`config.mk`:
```
export PLATFORM = sky130hd
export DESIGN_NAME = workspace_regcache
export DESIGN_NICKNAME = d
export VERILOG_FILES = /design/src/rtl/wsc_pkg.sv /design/src/rtl/wsc_addr_gen.sv /design/src/rtl/wsc_regfile.sv /design/src/rtl/wsc_mem_ctrl.sv /design/src/rtl/workspace_regcache.sv
export SDC_FILE = /design/constraint.sdc
export NUM_CORES = 1
export LEC_CHECK = 0
export ABC_AREA = 1
export BUFFER_PORTS_ARGS = -buffer_cell sky130_fd_sc_hd__buf_2
export CAP_MARGIN = 20
export CORE_ASPECT_RATIO = 1.5
export CORE_MARGIN = 2
export CORE_UTILIZATION = 60
export DETAILED_ROUTE_END_ITERATION = 7
export PLACE_DENSITY = 0.79
export SETUP_SLACK_MARGIN = 0.4
export SYNTH_ARGS = -nofsm -noshare
export SYNTH_HDL_FRONTEND = slang
export SYNTH_HIERARCHICAL = 1
export SYNTH_SLANG_ARGS = --single-unit
```
`constraint.sdc`:
```
create_clock -name clk -period 3.55 [get_ports clk]
set_input_delay 0.5325 -clock clk [delete_from_list [all_inputs] [get_ports clk]]
set_output_delay 0.5325 -clock clk [all_outputs]
set_load 0.01 [all_outputs]
```
`src/rtl/wsc_pkg.sv`:
```
package wsc_pkg;

  // Memory port sequencer states
  typedef enum logic [1:0] {
    PORT_IDLE  = 2'd0,
    PORT_FILL  = 2'd1,
    PORT_WRITE = 2'd2
  } port_state_e;

endpackage

```
`src/rtl/wsc_addr_gen.sv`:
```
// Workspace pointer register and byte address formation: base + 2*idx.
module wsc_addr_gen #(
  parameter int AW = 16,
  parameter int IW = 4
) (
  input  logic          clk,
  input  logic          rst_n,
  input  logic          wp_take,
  input  logic [AW-1:0] wp_value,
  input  logic [IW-1:0] reg_idx,
  output logic [AW-1:0] wp_q,
  output logic [AW-1:0] reg_addr
);

  logic [AW-1:0] wp_d;
  logic [AW-1:0] offset;

  always_comb begin
    wp_d = wp_q;
    if (wp_take) wp_d = wp_value;
  end

  always_ff @(posedge clk or negedge rst_n) begin
    if (!rst_n)       wp_q <= '0;
    else if (wp_take) wp_q <= wp_d;
  end

  assign offset   = {{(AW-IW-1){1'b0}}, reg_idx, 1'b0};
  assign reg_addr = wp_q + offset;

endmodule

```
`src/rtl/wsc_regfile.sv`:
```
// Cached register storage with per-entry valid bits and write forwarding.
module wsc_regfile #(
  parameter int NREG = 16,
  parameter int DW   = 16,
  parameter int IW   = 4
) (
  input  logic          clk,
  input  logic          rst_n,
  input  logic          clr,
  input  logic          wr_take,
  input  logic          wr_fwd,
  input  logic [IW-1:0] wr_idx,
  input  logic [DW-1:0] wr_data,
  input  logic          fill_en,
  input  logic [IW-1:0] fill_idx,
  input  logic [DW-1:0] fill_data,
  input  logic [IW-1:0] rd_idx,
  output logic [DW-1:0] rd_data,
  output logic          rd_hit
);

  logic [NREG-1:0] valid_q;
  logic [NREG-1:0] valid_d;
  logic            valid_en;
  logic [NREG-1:0] wr_dec;
  logic [NREG-1:0] fill_dec;
  logic [NREG-1:0] load;
  logic [DW-1:0]   load_data;
  logic [DW-1:0]   store_q [NREG];
  logic            same_idx;

  for (genvar gi = 0; gi < NREG; gi++) begin : g_dec
    assign wr_dec[gi]   = wr_take && (wr_idx == IW'(gi));
    assign fill_dec[gi] = fill_en && (fill_idx == IW'(gi));
    assign load[gi]     = wr_dec[gi] | fill_dec[gi];
  end

  assign load_data = wr_take ? wr_data : fill_data;

  // valid bits: next state
  always_comb begin
    valid_en = clr | wr_take | fill_en;
    if (clr) valid_d = '0;
    else     valid_d = valid_q | wr_dec | fill_dec;
  end

  always_ff @(posedge clk or negedge rst_n) begin
    if (!rst_n)        valid_q <= '0;
    else if (valid_en) valid_q <= valid_d;
  end

  // data storage, per-entry clock enable, no reset
  always_ff @(posedge clk) begin
    for (int i = 0; i < NREG; i++) begin
      if (load[i]) store_q[i] <= load_data;
    end
  end

  assign same_idx = wr_fwd && (wr_idx == rd_idx);
  assign rd_hit   = valid_q[rd_idx] | same_idx;
  assign rd_data  = same_idx ? wr_data : store_q[rd_idx];

  // a pointer load leaves every entry stale at the next cycle
  assert_clear_all_R3: assert property (@(posedge clk) disable iff (!rst_n)
    $past(clr) |-> (valid_q == '0));

endmodule

```
`src/rtl/wsc_mem_ctrl.sv`:
```
// Single-outstanding memory port: miss fill and write-through.
module wsc_mem_ctrl #(
  parameter int AW = 16,
  parameter int DW = 16,
  parameter int IW = 4
) (
  input  logic          clk,
  input  logic          rst_n,
  input  logic          start_fill,
  input  logic          start_write,
  input  logic [AW-1:0] req_addr,
  input  logic [DW-1:0] req_wdata,
  input  logic [IW-1:0] req_idx,
  input  logic          mem_ack,
  input  logic [DW-1:0] mem_rdata,
  output logic          busy,
  output logic          mem_req,
  output logic          mem_we,
  output logic [AW-1:0] mem_addr,
  output logic [DW-1:0] mem_wdata,
  output logic          fill_en,
  output logic [IW-1:0] fill_idx,
  output logic [DW-1:0] fill_data
);

  import wsc_pkg::*;

  port_state_e   state_q, state_d;
  logic [AW-1:0] addr_q, addr_d;
  logic [DW-1:0] wdata_q, wdata_d;
  logic [IW-1:0] idx_q, idx_d;
  logic          cap_en;

  always_comb begin
    state_d = state_q;
    addr_d  = addr_q;
    wdata_d = wdata_q;
    idx_d   = idx_q;
    cap_en  = 1'b0;
    case (state_q)
      PORT_IDLE: begin
        if (start_fill) begin
          state_d = PORT_FILL;
          cap_en  = 1'b1;
        end else if (start_write) begin
          state_d = PORT_WRITE;
          cap_en  = 1'b1;
        end
        addr_d  = req_addr;
        wdata_d = req_wdata;
        idx_d   = req_idx;
      end
      PORT_FILL:  if (mem_ack) state_d = PORT_IDLE;
      PORT_WRITE: if (mem_ack) state_d = PORT_IDLE;
      default:    state_d = PORT_IDLE;
    endcase
  end

  always_ff @(posedge clk or negedge rst_n) begin
    if (!rst_n) state_q <= PORT_IDLE;
    else        state_q <= state_d;
  end

  always_ff @(posedge clk or negedge rst_n) begin
    if (!rst_n) begin
      addr_q  <= '0;
      wdata_q <= '0;
      idx_q   <= '0;
    end else if (cap_en) begin
      addr_q  <= addr_d;
      wdata_q <= wdata_d;
      idx_q   <= idx_d;
    end
  end

  assign mem_req   = (state_q != PORT_IDLE);
  assign mem_we    = (state_q == PORT_WRITE);
  assign mem_addr  = addr_q;
  assign mem_wdata = wdata_q;
  assign busy      = mem_req;
  assign fill_en   = (state_q == PORT_FILL) && mem_ack;
  assign fill_idx  = idx_q;
  assign fill_data = mem_rdata;

  // request fields hold until acknowledged
  assert_req_hold_R11: assert property (@(posedge clk) disable iff (!rst_n)
    (mem_req && !mem_ack) |=> (mem_req && $stable(mem_we) && $stable(mem_addr)
                               && $stable(mem_wdata)));

  // a completed fill issues no follow-on request in the next cycle
  assert_single_fill_R5: assert property (@(posedge clk) disable iff (!rst_n)
    (mem_req && !mem_we && mem_ack) |=> !mem_req);

endmodule

```
`src/rtl/workspace_regcache.sv`:
```
module workspace_regcache #(
  parameter int NREG = 16,
  parameter int DW   = 16,
  parameter int AW   = 16
) (
  input  logic          clk,
  input  logic          rst_n,
  input  logic          wp_load,
  input  logic [AW-1:0] wp_value,
  input  logic          rd_en,
  input  logic [$clog2(NREG)-1:0] rd_idx,
  output logic [DW-1:0] rd_data,
  input  logic          wr_en,
  input  logic [$clog2(NREG)-1:0] wr_idx,
  input  logic [DW-1:0] wr_data,
  output logic          stall,
  output logic          mem_req,
  output logic          mem_we,
  output logic [AW-1:0] mem_addr,
  output logic [DW-1:0] mem_wdata,
  input  logic [DW-1:0] mem_rdata,
  input  logic          mem_ack
);

  localparam int IW = $clog2(NREG);
  localparam int WINDOW_BYTES = 2 * NREG;

  logic          busy;
  logic          wp_take;
  logic          rd_hit;
  logic          rd_miss;
  logic          wr_take;
  logic          start_fill;
  logic [IW-1:0] addr_idx;
  logic [AW-1:0] reg_addr;
  logic [AW-1:0] wp_q;
  logic          fill_en;
  logic [IW-1:0] fill_idx;
  logic [DW-1:0] fill_data;

  // acceptance and stall
  assign wp_take    = wp_load & ~busy;
  assign rd_miss    = rd_en & ~wp_load & ~rd_hit;
  assign stall      = busy | rd_miss;
  assign wr_take    = wr_en & ~wp_load & ~stall;
  assign start_fill = rd_miss & ~busy;
  assign addr_idx   = start_fill ? rd_idx : wr_idx;

  wsc_addr_gen #(.AW(AW), .IW(IW)) u_addr (
    .clk      (clk),
    .rst_n    (rst_n),
    .wp_take  (wp_take),
    .wp_value (wp_value),
    .reg_idx  (addr_idx),
    .wp_q     (wp_q),
    .reg_addr (reg_addr)
  );

  wsc_regfile #(.NREG(NREG), .DW(DW), .IW(IW)) u_rf (
    .clk       (clk),
    .rst_n     (rst_n),
    .clr       (wp_take),
    .wr_take   (wr_take),
    .wr_fwd    (wr_en),
    .wr_idx    (wr_idx),
    .wr_data   (wr_data),
    .fill_en   (fill_en),
    .fill_idx  (fill_idx),
    .fill_data (fill_data),
    .rd_idx    (rd_idx),
    .rd_data   (rd_data),
    .rd_hit    (rd_hit)
  );

  wsc_mem_ctrl #(.AW(AW), .DW(DW), .IW(IW)) u_port (
    .clk         (clk),
    .rst_n       (rst_n),
    .start_fill  (start_fill),
    .start_write (wr_take),
    .req_addr    (reg_addr),
    .req_wdata   (wr_data),
    .req_idx     (addr_idx),
    .mem_ack     (mem_ack),
    .mem_rdata   (mem_rdata),
    .busy        (busy),
    .mem_req     (mem_req),
    .mem_we      (mem_we),
    .mem_addr    (mem_addr),
    .mem_wdata   (mem_wdata),
    .fill_en     (fill_en),
    .fill_idx    (fill_idx),
    .fill_data   (fill_data)
  );

  // an outstanding request stalls every CPU request
  assert_busy_stall_R8: assert property (@(posedge clk) disable iff (!rst_n)
    (mem_req && (rd_en || wr_en || wp_load)) |-> stall);

  // same-register read and write return the new data
  assert_forward_R9: assert property (@(posedge clk) disable iff (!rst_n)
    (rd_en && wr_en && (rd_idx == wr_idx) && !wp_load && !stall) |-> (rd_data == wr_data));

  // requests stay even and inside the current window
  assert_addr_window_R2: assert property (@(posedge clk) disable iff (!rst_n)
    mem_req |-> (!mem_addr[0] && (AW'(mem_addr - wp_q) < AW'(WINDOW_BYTES))));

endmodule

```
# Yosys cells after proc, flatten, opt, wreduce, memory -nomap -nowiden
# Memory sizes are Yosys's and may differ from the RTL's.
# Index checks and enable logic that the tools add are counted.
# totals
register_bits	70
mem_bits_rw	256
output_inout_bits	51
elab_cells	222
n_memories	1
# classes
n_addsub	1
n_lt_le_gt_ge	1
eq_ne	35
mux	90
bitwise	32
reduce_logical	56
# mem_list
name	depth	width	rd	rd_ports_with_merged_regs	write_ports	line_no	rtl
u_rf.store_q	16	16	1	0	1	wsc_regfile.sv:29	logic [DW-1:0] store_q [NREG];
# ops
cell	count
16-bit two-way mux	18
16-bit OR reduction	15
4-bit == test (second input constant)	16
4-bit two-way mux	16
1-bit two-way mux	51
1-bit logical AND	34
4-bit by 3-bit == test with 1-bit output (second input constant)	8
16-bit bitwise OR	2
1-bit bitwise OR	20
16-bit by 5-bit adder with 16-bit output	1
4-bit by 2-bit == test with 1-bit output (second input constant)	4
4-bit by 1-bit == test with 1-bit output (second input constant)	2
4-bit logical NOT	2
1-bit bitwise AND	6
2-bit two-way mux	3
4-bit by 5-bit less-than comparator with 1-bit output (second input constant)	1
1-bit binary-select mux with 4-bit select	1
4-bit == test	1
1-bit NOT	4
2-bit one-hot mux with 2 select lines	1
2-bit AND reduction	2
3-bit inequality test (second input constant)	1
2-bit by 1-bit == test with 1-bit output (second input constant)	1
2-bit == test (second input constant)	1
other kinds (4)	4

# Depth between registers and ports, before layout
# Gate-level depths: netlist (run 1).
# depth
word_depth	28
ltp_mapped	23
mapped_depth_nobuf	21

# Modules after synthesis
# The synthesis (run 1) kept the hierarchy.
# by_module_without_submodules
module	instances	cells_per_inst	area_each_um2	seq_area_each_um2
wsc_regfile	1	1300	12429.4	8087.8
wsc_mem_ctrl	1	194	1715.4	950.9
wsc_addr_gen	1	150	1101.1	400.4
workspace_regcache	1	22	113.9	0.0

# Least setup slack after synthesis (run 1)
# No wires, ideal clock.
# synth_timing
kind	input-to-reg
from	input rd_idx[2]
to	memory u_rf.store_q[7][0] (enable)
setup_time_ns	0.373
t_arrival_ns	3.098
t_required_ns	3.177
slack_ns	0.079
path_stages	16
n_path_buf	3
cell_sequence	buf_2 > clkinv_2 > nand2_1 > a21oi_4 > nand3_4 > buf_6 > nand3_1 > nor2_4 > nand2_1 > nand2_1 > nor2_1 > buf_2 > inv_2 > nor3_1 > nand3_1 > nand2_1
# synth_via
elab_cells_between_ends	119
cone_classes	eq/ne (1); mux (64); bitwise (22); reduce/logical (32)
# synth_rtl
item	line_no	rtl
from (decl)	workspace_regcache.sv:11	input logic [$clog2(NREG)-1:0] rd_idx,
1-bit binary-select mux with 4-bit select or 4-bit == test (tied branches)	wsc_regfile.sv:60, wsc_regfile.sv:59	
1-bit two-way mux (not written as such) or 1-bit logical AND (tied branches)	wsc_regfile.sv:60, wsc_regfile.sv:59	
1-bit bitwise OR (*)	wsc_regfile.sv:60	assign rd_hit = valid_q[rd_idx] | same_idx;
named net rd_hit	workspace_regcache.sv:30	logic rd_hit;
1-bit NOT (*)	workspace_regcache.sv:43	assign rd_miss = rd_en & ~wp_load & ~rd_hit;
1-bit bitwise AND (*)	workspace_regcache.sv:43	
1-bit bitwise OR (*)	workspace_regcache.sv:44	assign stall = busy | rd_miss;
named net stall	workspace_regcache.sv:16	output logic stall,
[2 not listed]	-	
named net wr_take	workspace_regcache.sv:32	logic wr_take;
1-bit logical AND (*)	wsc_regfile.sv:33	assign wr_dec[gi] = wr_take && (wr_idx == IW'(gi));
1-bit bitwise OR (*)	wsc_regfile.sv:35	assign load[gi] = wr_dec[gi] | fill_dec[gi];
named net u_rf.load[7]	wsc_regfile.sv:27	logic [NREG-1:0] load;
1-bit two-way mux (*)	wsc_regfile.sv:55	if (load[i]) store_q[i] <= load_data;
1-bit two-way mux (not written as such) (*)	wsc_regfile.sv:55	
16-bit OR reduction (no line)	-	
4-bit two-way mux (no line) or 1-bit two-way mux (tied branches) (9 in a row)	-	
to (decl)	wsc_regfile.sv:29	
# Mark *: on every way through the listed nets, which the timed path passes. The rest lies on a longest branch. The select of a mux whose other input is x is not followed.

# Final worst setup path (run 1)
# layout_timing
from	input rd_idx[0]
to	output rd_data[10]
# layout_via
elab_chain_len	3
elab_cells_between_ends	4
cone_classes	eq/ne (1); mux (1); reduce/logical (1); memory (1)
# layout_lines
item	line_no	rtl
parallel branches: the longest is 2 deep, another holds memory read 16 x 16 bit	-	
16-bit two-way mux (*)	wsc_regfile.sv:61	assign rd_data = same_idx ? wr_data : store_q[rd_idx];
to (decl)	workspace_regcache.sv:12	output logic [DW-1:0] rd_data,
# Every way passes the cells marked *.

==> results of run 1 <==
==> power breakdown <==
| group | internal [mW] | leakage [nW] | switching, mW |
|---|---|---|---|
| combinational | 0.710 | 4.40 | 1.53 |
| clock | 2.01 | 0.506 | 1.33 |
| sequential | 4.65 | 3.20 | 0.267 |
| total | 7.37 | 8.10 | 3.13 |
==> repair_timing <==
item | in CTS | in global routing
endpoints found under the hold margin | 16 | 0
endpoints found under the setup margin | 0 | 5
resized for setup | 0 | 2
hold buffers | 1 | 0
==> path summary, 6_finish.rpt <==
kind                                                   from                               end  slack, ns  depth (start not counted)
max                                               rd_idx[0]                       rd_data[10]       0.57                         12
min                                            wp_value[14]       u_addr/wp_q[14]$_DFFE_PN0P_       0.19                          3
max reg2reg                     u_rf/valid_q[4]$_DFFE_PN0P_   u_port/mem_addr[15]$_DFFE_PN0P_       0.64                         21
min reg2reg                u_port/mem_wdata[10]$_DFFE_PN0P_  u_port/mem_wdata[10]$_DFFE_PN0P_       0.48                          2
max in group asynchronous                             rst_n  u_port/mem_wdata[14]$_DFFE_PN0P_       2.05                          3
min in group asynchronous                             rst_n    u_port/mem_addr[3]$_DFFE_PN0P_       0.45                          2
==> layout by cell type (no fill, tap or decap), types with 2 or more instances in the layout <==
cell type,instances
edfxtp_1,256
mux2_2,7
o211ai_1,3
nand3_4,2
nor2_1,33
a21oi_1,3
buf_12,3
inv_2,4
o22ai_1,2
buf_2,111
inv_1,278
o21ai_0,61
nand3_1,233
clkinv_2,8
a21oi_4,2
a31oi_1,3
clkinv_1,2
nand2_4,5
clkbuf_16,29
bufinv_16,6
ha_1,8
nand2_1,546
nor2_2,4
nand2_2,7
clkbuf_8,4
buf_4,28
xor2_1,6
nand4_1,22
o21ai_1,6
dfrtp_1,70
clkbuf_1,4
nor3_1,2
==> metal layers <==
layer | share of wire [%] | track usage (%) | wire (um)
met1 | 35 | 34.4 | 14100
met3 | 7.8 | 3.96 | 3120
met2 | 51 | 53.6 | 20400
met5 | 0 | 0 | 0
met4 | 6.0 | 19.1 | 2380
==> through the flow <==
step | area, um2 | std cells | utilization (%) | setup slack, ns | hold WS, ns
after floorplan | 15400 | 1665 | - | 0.401 | 0.237
after global placement | 16100 | 2043 | 64.2 | 0.312 | 0.462
after detailed placement | 16100 | 2043 | 64.2 | 0.199 | 0.468
after CTS | 17200 | 2096 | 68.3 | 0.570 | 0.181
after global routing | 17200 | 2096 | 68.3 | 0.367 | 0.203
final | 17200 | 2096 | 68.3 | 0.566 | 0.191
==> final cells by class <==
type,instances,share of cell area (%)
well taps,328,2.39
repair buffers,144,4.93
inverters,284,6.23
multi-input cells,962,25.6
flip-flops and latches,326,54.9
clock buffers,37,4.63
clock inverters,15,1.30
==> worst max-delay path: stages <==
cell and delay (ns):
buf_4 0.17, inv_4 0.12, buf_4 0.68, nand2_1 0.11, nand2_1 0.10, nand2_1 0.05
nand3_1 0.09, nand3_1 0.13, nand2_1 0.18, nand2_1 0.07, nand2_1 0.06, buf_2 0.12
==> flip-flops by register name (all words and copies together), names as in the netlist <==
register,cells
u_rf/store_q,256
u_addr/wp_q,16
u_port/mem_addr,16
u_port/mem_wdata,16
u_rf/valid_q,16
u_port/fill_idx,4
u_port/state_q,2
==> impl_results.rst, run 1 <==
.. list-table::
   :header-rows: 1

   * - Metric
     - Value
   * - Total negative setup slack
     - 0 ns
   * - Placement Rows
     - 71
   * - Total Power
     - 10.5 mW
   * - Placeable core region
     - 25100 um2
   * - Total vias in the final route
     - 11760
   * - Synth Area per Inst
     - 9.22 um2
   * - Vias per cell
     - 5.61
   * - Global placement routability congestion
     - 0.965
   * - Syn Nets
     - 1736
   * - Cts bufs inserted
     - 28
   * - Number of buffers on the longest clock path
     - 3
   * - Final wirelength
     - 40000 um
   * - Hold Vio Cnt, Final
     - 0
   * - Overflow after GRT
     - 0
   * - DRC violation count after routing
     - 0
   * - Post-layout min period
     - 2.98 ns
   * - Detail Placement HPWL
     - 25000 um
   * - Count of inserted antenna diode cells
     - 0
   * - Post-DRT Antenna Nets
     - 0
   * - GRT Total Usage
     - 30.1%
   * - Fraction of final layout cells sized beyond drive strength 1
     - 12.7%
   * - Final setup skew
     - 0.0108 ns
   * - Post-CTS setup buffer count
     - 0
   * - Synthesized netlist cell count
     - 1665
   * - Number of I/O pins
     - 113
   * - Maximum number of pins on one net before global-route repair
     - 90
   * - Sinks on the clock net
     - 326
   * - Path type of the worst min-delay path
     - primary input to register
   * - Number of max-capacitance violations reported
     - 0
   * - Achievable frequency
     - 0.335 GHz
   * - Data arrival time of the worst path
     - 2.45 ns
   * - Vertical die dimension
     - 200 um
   * - Antenna violations before repair
     - 0
   * - Layout Nets
     - 1817
   * - Yosys warning count
     - 6
   * - Die Wd
     - 135 um
   * - Clock network latency to the later pin of the worst-skew pair
     - 0.55 ns
   * - Routed length per placed instance
     - 19.1 um
   * - Result of the run
     - finished, final reports clean
   * - Setup Viol. Count Final
     - 0
   * - Critical path fanouts, max
     - 77
   * - Type of origin of the critical path
     - primary input
   * - CTS root buffer
     - clkbuf_16
   * - Transition time of the tightest slew-check pin
     - 0.883 ns
   * - Final worst path period share
     - 84.1%
   * - H-tree level count
     - 1
   * - First-pass GRT wire length
     - 61500 um
   * - Die Outline Area
     - 26900 um2
   * - Number of global-route vias before repair
     - 11709
   * - Starting DRT DRC Count
     - 1257
   * - Total leakage power
     - 8.10 nW
   * - Post-synth design cell area
     - 15400 um2
   * - RSZ-0062 raised after global routing
     - true
   * - Layout area overhead
     - 11.9%
   * - Area occupied by multi-input gates
     - 4390 um2
   * - Power per unit of standard cell area
     - 611 nW/um2
   * - Worst setup path category
     - primary input to output port
   * - Crit path capture type
     - output port
   * - Clock edge transition at the registers on the reported setup and hold paths
     - 0.07 ns
   * - Router iterations before antenna repair
     - 6
   * - Critical path data required time
     - 3.02 ns
   * - Fin. max-slew vios
     - 0
   * - Starting utilization of the core area
     - 61.1%
   * - Headroom to the max-slew limit
     - 41.2%
   * - Maximum resistive drop on vdd
     - 0.683 mV
   * - Port bufs
     - 112
   * - Final-layout fill cell count
     - 1772
   * - CTS tree
     - done
   * - Footprint of the flip-flops and latches
     - 9440 um2
Note: power is estimated with default switching activity, not from simulation.
==> inputs of run 2 (changes only) <==
--- a/config.mk
+++ b/config.mk
@@ -5,14 +5,14 @@
 export SDC_FILE = /design/constraint.sdc
 export NUM_CORES = 1
 export LEC_CHECK = 0
-export ABC_AREA = 1
+export ABC_AREA = 0
 export BUFFER_PORTS_ARGS = -buffer_cell sky130_fd_sc_hd__buf_2
 export CAP_MARGIN = 20
 export CORE_ASPECT_RATIO = 1.5
 export CORE_MARGIN = 2
-export CORE_UTILIZATION = 60
+export CORE_UTILIZATION = 54
 export DETAILED_ROUTE_END_ITERATION = 7
-export PLACE_DENSITY = 0.79
+export PLACE_DENSITY = 0.76
 export SETUP_SLACK_MARGIN = 0.4
 export SYNTH_ARGS = -nofsm -noshare
 export SYNTH_HDL_FRONTEND = slang
==> constraint.sdc (replaced) <==
create_clock -name clk -period 2.7 [get_ports clk]
set_input_delay 0.405 -clock clk [delete_from_list [all_inputs] [get_ports clk]]
set_output_delay 0.405 -clock clk [all_outputs]
set_load 0.01 [all_outputs]
==> run 2 against run 1 <==
  * The run now ends with negative setup slack left
  * Worst setup slack lost 1.6 ns
  * Sequential share of layout area shrank 4.6 points
  * Total power grew 45%
  * Largest power group unchanged
  * Register-to-register slack lost 1.7 ns
  * Non-clock buffer count grew 127
  * Flip-flop and latch count is the same
  * Die area grew 0.25%
  * Wire length grew 3.5%
  * Via count shrank 28%
  * Synthesized cell count shrank 57%
  * Critical path type is now register to register
  * Count of clock-buffer cells in the layout shrank 1
==> impl_results.rst, run 2 <==
.. list-table::
   :header-rows: 1

   * - Metric
     - Value
   * - Post-DRT Antenna Nets
     - 0
   * - Crit path capture type
     - register
   * - Die Outline Area
     - 27000 um2
   * - Clock edge transition at the registers on the reported setup and hold paths
     - 0.07 ns
   * - Number of global-route vias before repair
     - 9046
   * - Power per unit of standard cell area
     - 808 nW/um2
   * - Cts bufs inserted
     - 29
   * - Layout area overhead
     - 35.4%
   * - Minimum setup slack in the final design
     - -1.02 ns
   * - Transition time of the tightest slew-check pin
     - 0.989 ns
   * - Most common cell after layout, fill and taps aside
     - edfxtp_1
   * - Count of inserted antenna diode cells
     - 0
   * - Worst setup path category
     - register to register
   * - Most used cells in the layout excluding fill and tap cells
     - edfxtp_1 (256), buf_2 (99), mux2_4 (78)
   * - Total vias in the final route
     - 8508
   * - Port bufs
     - 112
   * - Starting utilization of the core area
     - 55.1%
   * - Achievable frequency
     - 0.269 GHz
   * - Synth Area per Inst
     - 19.3 um2
   * - Path type of the worst min-delay path
     - primary input to async pin
   * - Synthesized netlist cell count
     - 719
   * - Total leakage power
     - 7.12 nW
   * - Critical path fanouts, max
     - 2
   * - # hold bufs at CTS
     - 0
   * - Post-synth design cell area
     - 13900 um2
   * - CTS tree
     - done
   * - Vertical die dimension
     - 200 um
   * - Result of the run
     - finished with violations
   * - Critical path data required time
     - 3.13 ns
   * - Number of flip-flops in the largest register
     - 256
   * - DRC violation count after routing
     - 0
   * - Placed Instances
     - 1189
   * - CTS root buffer
     - clkbuf_16
   * - Layout Nets
     - 1060
   * - Failing checks
     - negative setup slack
   * - Maximum number of pins on one net before global-route repair
     - 71
   * - Post-layout min period
     - 3.72 ns
   * - Fin. max-slew vios
     - 0
   * - First-pass GRT wire length
     - 58500 um
   * - Clock network latency to the later pin of the worst-skew pair
     - 0.56 ns
   * - Setup Viol. Count Final
     - 567
   * - Antenna violations before repair
     - 0
   * - Starting DRT DRC Count
     - 830
   * - Worst hold-check slack
     - 0.00613 ns
   * - Largest register by flop count
     - u_rf/store_q
   * - Total Power
     - 15.2 mW
   * - Placement Rows
     - 71
   * - H-tree level count
     - 1
   * - RSZ-0062 raised after global routing
     - true
   * - Die Wd
     - 135 um
   * - Final worst path period share
     - 138%
   * - Detail Placement HPWL
     - 19500 um
   * - Placeable core region
     - 25100 um2
   * - Syn Nets
     - 790
   * - Number of I/O pins
     - 113
   * - Vias per cell
     - 6.35
   * - Maximum resistive drop on vdd
     - 0.858 mV
   * - Type of origin of the critical path
     - register
   * - Yosys warning count
     - 6
   * - GRT Total Usage
     - 29.7%
   * - Router iterations before antenna repair
     - 5
   * - Headroom to the max-slew limit
     - 34.1%
   * - Routed length per placed instance
     - 30.9 um
   * - Hold Vio Cnt, Final
     - 0
   * - Post-Layout Cell Count
     - 1339
   * - Sinks on the clock net
     - 326
   * - Fraction of final layout cells sized beyond drive strength 1
     - 56.0%
   * - Final Util
     - 74.6%
   * - Overflow after GRT
     - 0
   * - Number of buffers on the longest clock path
     - 3
   * - Data arrival time of the worst path
     - 4.16 ns
   * - Number of max-capacitance violations reported
     - 0
   * - Setup Slack @ Placement
     - -1.25 ns
   * - Final setup skew
     - 0.0295 ns
   * - Global placement routability congestion
     - 0.828
   * - Final wirelength
     - 41400 um
-- run 2: report_power, final --
| group | internal [mW] | switching (mW) |
|---|---|---|
| clock | 2.20 | 1.87 |
| combinational | 2.50 | 2.06 |
| sequential | 6.09 | 0.444 |
| total | 10.8 | 4.38 |
-- run 2: final timing paths --
path / end / slack [ns] / startpoint / depth (start not counted)
setup reg to reg: u_port/mem_addr[7]$_DFFE_PN0P_ / -1.02 / u_rf/valid_q[6]$_DFFE_PN0P_ / 13
setup / recovery: u_port/mem_addr[7]$_DFFE_PN0P_ / -1.02 / u_rf/valid_q[6]$_DFFE_PN0P_ / 13
hold / removal: u_addr/wp_q[15]$_DFFE_PN0P_ / 0.006 / rst_n / 1
max in group asynchronous: u_port/mem_wdata[14]$_DFFE_PN0P_ / 2.03 / rst_n / 1
min in group clk: u_addr/wp_q[8]$_DFFE_PN0P_ / 0.09 / wp_value[8] / 2
hold reg to reg: u_port/mem_wdata[0]$_DFFE_PN0P_ / 0.51 / u_port/mem_wdata[0]$_DFFE_PN0P_ / 1
-- run 2: layout make-up --
class,count,area [um2]
flip-flops and latches,326,9440
fillers,1321,6380
multi-input cells,355,5050
repair buffers,271,2940
clock buffers,36,762
well taps,328,410
clock inverters,17,138
inverters,6,22.5
-- run 2: through the flow --
step / setup TNS, ns / cell area [um2]
2_1_floorplan: -228.92 / 14400
3_3_place_gp: -222.79 / 15800
3_5_place_dp: -245.98 / 15800
4_1_cts: -168.24 / 18400
5_1_grt: -292.21 / 18800
6_report: -278.52 / 18800
-- run 2: critical path: stages (launching register included) --
cell	delay, ns
dfrtp_1	0.41
mux4_2	0.48
mux4_2	0.49
or2_4	0.26
nor4b_4	0.26
buf_4	0.17
mux2_4	0.31
ha_4	0.17
fa_2	0.37
nand3_4	0.09
and2_4	0.15
nor2_1	0.05
xor2_1	0.14
mux2_2	0.27
-- run 2: repair_timing --
action,CTS,global route
setup buffers,42,15
gates resized for setup,139,48
setup endpoints to repair,583,583
cloned,38,2
pin swaps,24,30
-- run 2: metal layers --
metal / vias to the layer above / global-route usage (%) / wire (um)
li1: 3431 / - / -
met1: 4452 / 36.9 / 14500
met2: 508 / 51.3 / 22000
met3: 117 / 4.58 / 3080
met4: 0 / 13.3 / 1790
met5: - / 0 / 0
==> inputs of run 3 (changes only) <==
--- a/config.mk
+++ b/config.mk
@@ -6,14 +6,13 @@
 export NUM_CORES = 1
 export LEC_CHECK = 0
 export ABC_AREA = 0
-export BUFFER_PORTS_ARGS = -buffer_cell sky130_fd_sc_hd__buf_2
 export CAP_MARGIN = 20
 export CORE_ASPECT_RATIO = 1.5
 export CORE_MARGIN = 2
-export CORE_UTILIZATION = 54
+export CORE_UTILIZATION = 57
 export DETAILED_ROUTE_END_ITERATION = 7
-export PLACE_DENSITY = 0.76
-export SETUP_SLACK_MARGIN = 0.4
+export DONT_BUFFER_PORTS = 1
+export PLACE_DENSITY = 0.75
 export SYNTH_ARGS = -nofsm -noshare
 export SYNTH_HDL_FRONTEND = slang
 export SYNTH_HIERARCHICAL = 1
==> run 3 against run 2 <==
  * The flow still finishes with violations (negative setup slack)
  * Global-route usage decreased by 0.59 points
  * Design area decreased by 5.9%
  * Non-clock buffer count fell by 148
  * Clock skew decreased by 0.0044 ns
  * Largest power group unchanged
  * Highest routed layer unchanged
==> impl_results.rst, run 3 (same netlist as run 2, synthesis figures left out) <==
.. list-table::
   :header-rows: 1

   * - Metric
     - Value
   * - Achievable frequency
     - 0.267 GHz
   * - Startpoint of the tightest hold check path
     - wr_data[15]
   * - Die Wd
     - 131 um
   * - Number of buffers on the longest clock path
     - 3
   * - Total Power
     - 15.1 mW
   * - Slowest cell on the critical path
     - mux4_2
   * - Number of max-capacitance violations reported
     - 0
   * - Failing checks
     - negative setup slack
   * - Number of global-route vias before repair
     - 8366
   * - Critical path cell sequence
     - mux4_2, mux4_2, or2_4, nor4b_4, buf_4, mux2_4, ha_4, fa_2, nand3_4, and2_4, nor2_1, xor2_1, mux2_2
   * - Detail Placement HPWL
     - 18200 um
   * - Terminating pin of the worst hold path
     - u_rf/store_q[8][15]$_DFFE_PP_
   * - Worst reg2reg endpoint
     - u_port/mem_addr[7]$_DFFE_PN0P_
   * - Setup Slack @ Placement
     - -1.09 ns
   * - Starting utilization of the core area
     - 58.1%
   * - Post-DRT Antenna Nets
     - 0
   * - CTS root buffer
     - clkbuf_16
   * - Clock network latency to the later pin of the worst-skew pair
     - 0.58 ns
   * - Clock edge transition at the registers on the reported setup and hold paths
     - 0.07 ns
   * - Routed length per placed instance
     - 30.8 um
   * - Startpoint of the lowest-slack register-to-register path
     - u_rf/valid_q[13]$_DFFE_PN0P_
   * - Power per unit of standard cell area
     - 858 nW/um2
   * - Final setup skew
     - 0.0251 ns
   * - Launch point of the critical path
     - u_rf/valid_q[13]$_DFFE_PN0P_
   * - Headroom to the max-slew limit
     - 50.3%
   * - Placeable core region
     - 23800 um2
   * - Fraction of final layout cells sized beyond drive strength 1
     - 44.7%
   * - Sinks on the clock net
     - 326
   * - Maximum number of pins on one net before global-route repair
     - 71
   * - Result of the run
     - finished with violations
   * - Starting DRT DRC Count
     - 802
   * - Final-layout fill cell count
     - 1339
   * - Slowest cell delay on critical path
     - 0.52 ns
   * - Vias per cell
     - 6.53
   * - Overflow after GRT
     - 0
   * - Worst Reg-to-Reg Cells
     - 13
   * - Layout Nets
     - 915
   * - Number of flip-flops in the largest register
     - 256
   * - Antenna violations before repair
     - 0
   * - Total leakage power
     - 6.34 nW
   * - Buf/Inv on CP
     - 1
   * - Number of I/O pins
     - 113
   * - Delay-heaviest family, CP
     - multiplexers
   * - Most common cell after layout, fill and taps aside
     - edfxtp_1
   * - Type of origin of the critical path
     - register
   * - Crit path capture type
     - register
   * - Area occupied by multi-input gates
     - 5000 um2
   * - Largest register by flop count
     - u_rf/store_q
   * - Fin. max-slew vios
     - 0
   * - Final worst path period share
     - 139%
   * - Port bufs
     - 0
   * - Worst setup path category
     - register to register
   * - Path type of the worst min-delay path
     - primary input to register
   * - Layout area overhead
     - 27.5%
   * - Total vias in the final route
     - 7757
   * - Router iterations before antenna repair
     - 5
   * - Hold Vio Cnt, Final
     - 0
   * - Count of inserted antenna diode cells
     - 0
   * - Critical path data required time
     - 3.16 ns
   * - Final wirelength
     - 36600 um
   * - Critical path fanouts, max
     - 4
   * - Setup Viol. Count Final
     - 567
   * - First-pass GRT wire length
     - 54200 um
   * - Data arrival time of the worst path
     - 4.21 ns
   * - Post-layout min period
     - 3.74 ns
   * - RSZ-0062 raised after global routing
     - true
   * - Footprint of the flip-flops and latches
     - 9440 um2
   * - Transition time of the tightest slew-check pin
     - 0.746 ns
   * - Vertical die dimension
     - 195 um
   * - Maximum resistive drop on vdd
     - 0.720 mV
   * - Die Outline Area
     - 25600 um2
   * - Cts bufs inserted
     - 30
   * - H-tree level count
     - 1
   * - Minimum setup slack in the final design
     - -1.04 ns
   * - Most used cells in the layout excluding fill and tap cells
     - edfxtp_1 (256), mux2_4 (70), dfrtp_1 (70)
   * - Global placement routability congestion
     - 0.756
   * - Instance count along the most critical hold path
     - 1
   * - CTS tree
     - done
   * - DRC violation count after routing
     - 0
   * - Worst-case register-to-register setup slack
     - -1.04 ns
   * - Most numerous cell on the critical path
     - mux4_2
   * - Placement Rows
     - 69
   * - GRT Total Usage
     - 29.1%
   * - Worst hold-check slack
     - 0.110 ns
## run 3: cell types whose count changed in the layout (fill, tap and decap cells not counted), sizes merged, moves of 2 or more
cell / change
buf: -179
dlygate4sd3: +33
bufinv: +8
clkinv: -7
bufbuf: -2
o22ai: +2
## run 3: power by group
part	total [mW]	leakage [nW]	internal [mW]	switching (mW)
Sequential	6.68	3.16	6.09	0.583
Clock	5.03	0.563	3.10	1.93
Combinational	3.44	2.61	1.92	1.52
## run 3: area by class of cell
cell class | count | area share [%]
sequential | 326 | 53.5
clock inverter | 19 | 2.10
multi-input combinational | 357 | 28.3
timing repair buffer | 123 | 9.18
clock buffer | 37 | 4.58
inverter | 6 | 0.128
tap | 319 | 2.26
## run 3: worst max-delay path by stage
stage / cells past startpoint / end / slack [ns]
finish: 13 / u_port/mem_addr[7]$_DFFE_PN0P_ / -1.04
global route: 13 / u_port/mem_addr[10]$_DFFE_PN0P_ / -1.15
CTS: 13 / u_port/mem_addr[8]$_DFFE_PN0P_ / -0.97
detailed placement: 13 / u_port/mem_addr[7]$_DFFE_PN0P_ / -1.09
global placement: 13 / u_port/mem_addr[7]$_DFFE_PN0P_ / -1.06
floorplan: 14 / u_port/mem_addr[7]$_DFFE_PN0P_ / -1.29
## run 3: per-layer routing
metal / vias up / track usage (%) / share of wire [%]
met5: - / 0 / 0
met4: 0 / 12.8 / 4.9
met3: 111 / 6.60 / 8.3
met2: 476 / 51.7 / 53
met1: 4037 / 34.1 / 34
li1: 3133 / - / -
## run 3: stage by stage
step                      setup TNS (ns)  cell area, um2  cells  utilization [%]
after floorplan                  -219.00           14400    719                -
after global placement           -129.53           15000   1039             63.0
after detailed placement         -150.35           15000   1039             63.0
after CTS                        -194.00           17600   1189             73.9
after global routing             -228.44           17700   1187             74.1
final                            -209.74           17700   1187             74.1
## run 3: repair_timing
action / in CTS / in global routing
endpoints found under the hold margin: 102 / 0
cloned: 27 / 0
pin swaps: 21 / 29
endpoints found under the setup margin: 562 / 567
hold buffers: 34 / 0
buffers inserted: 33 / 12
gates resized for setup: 80 / 51
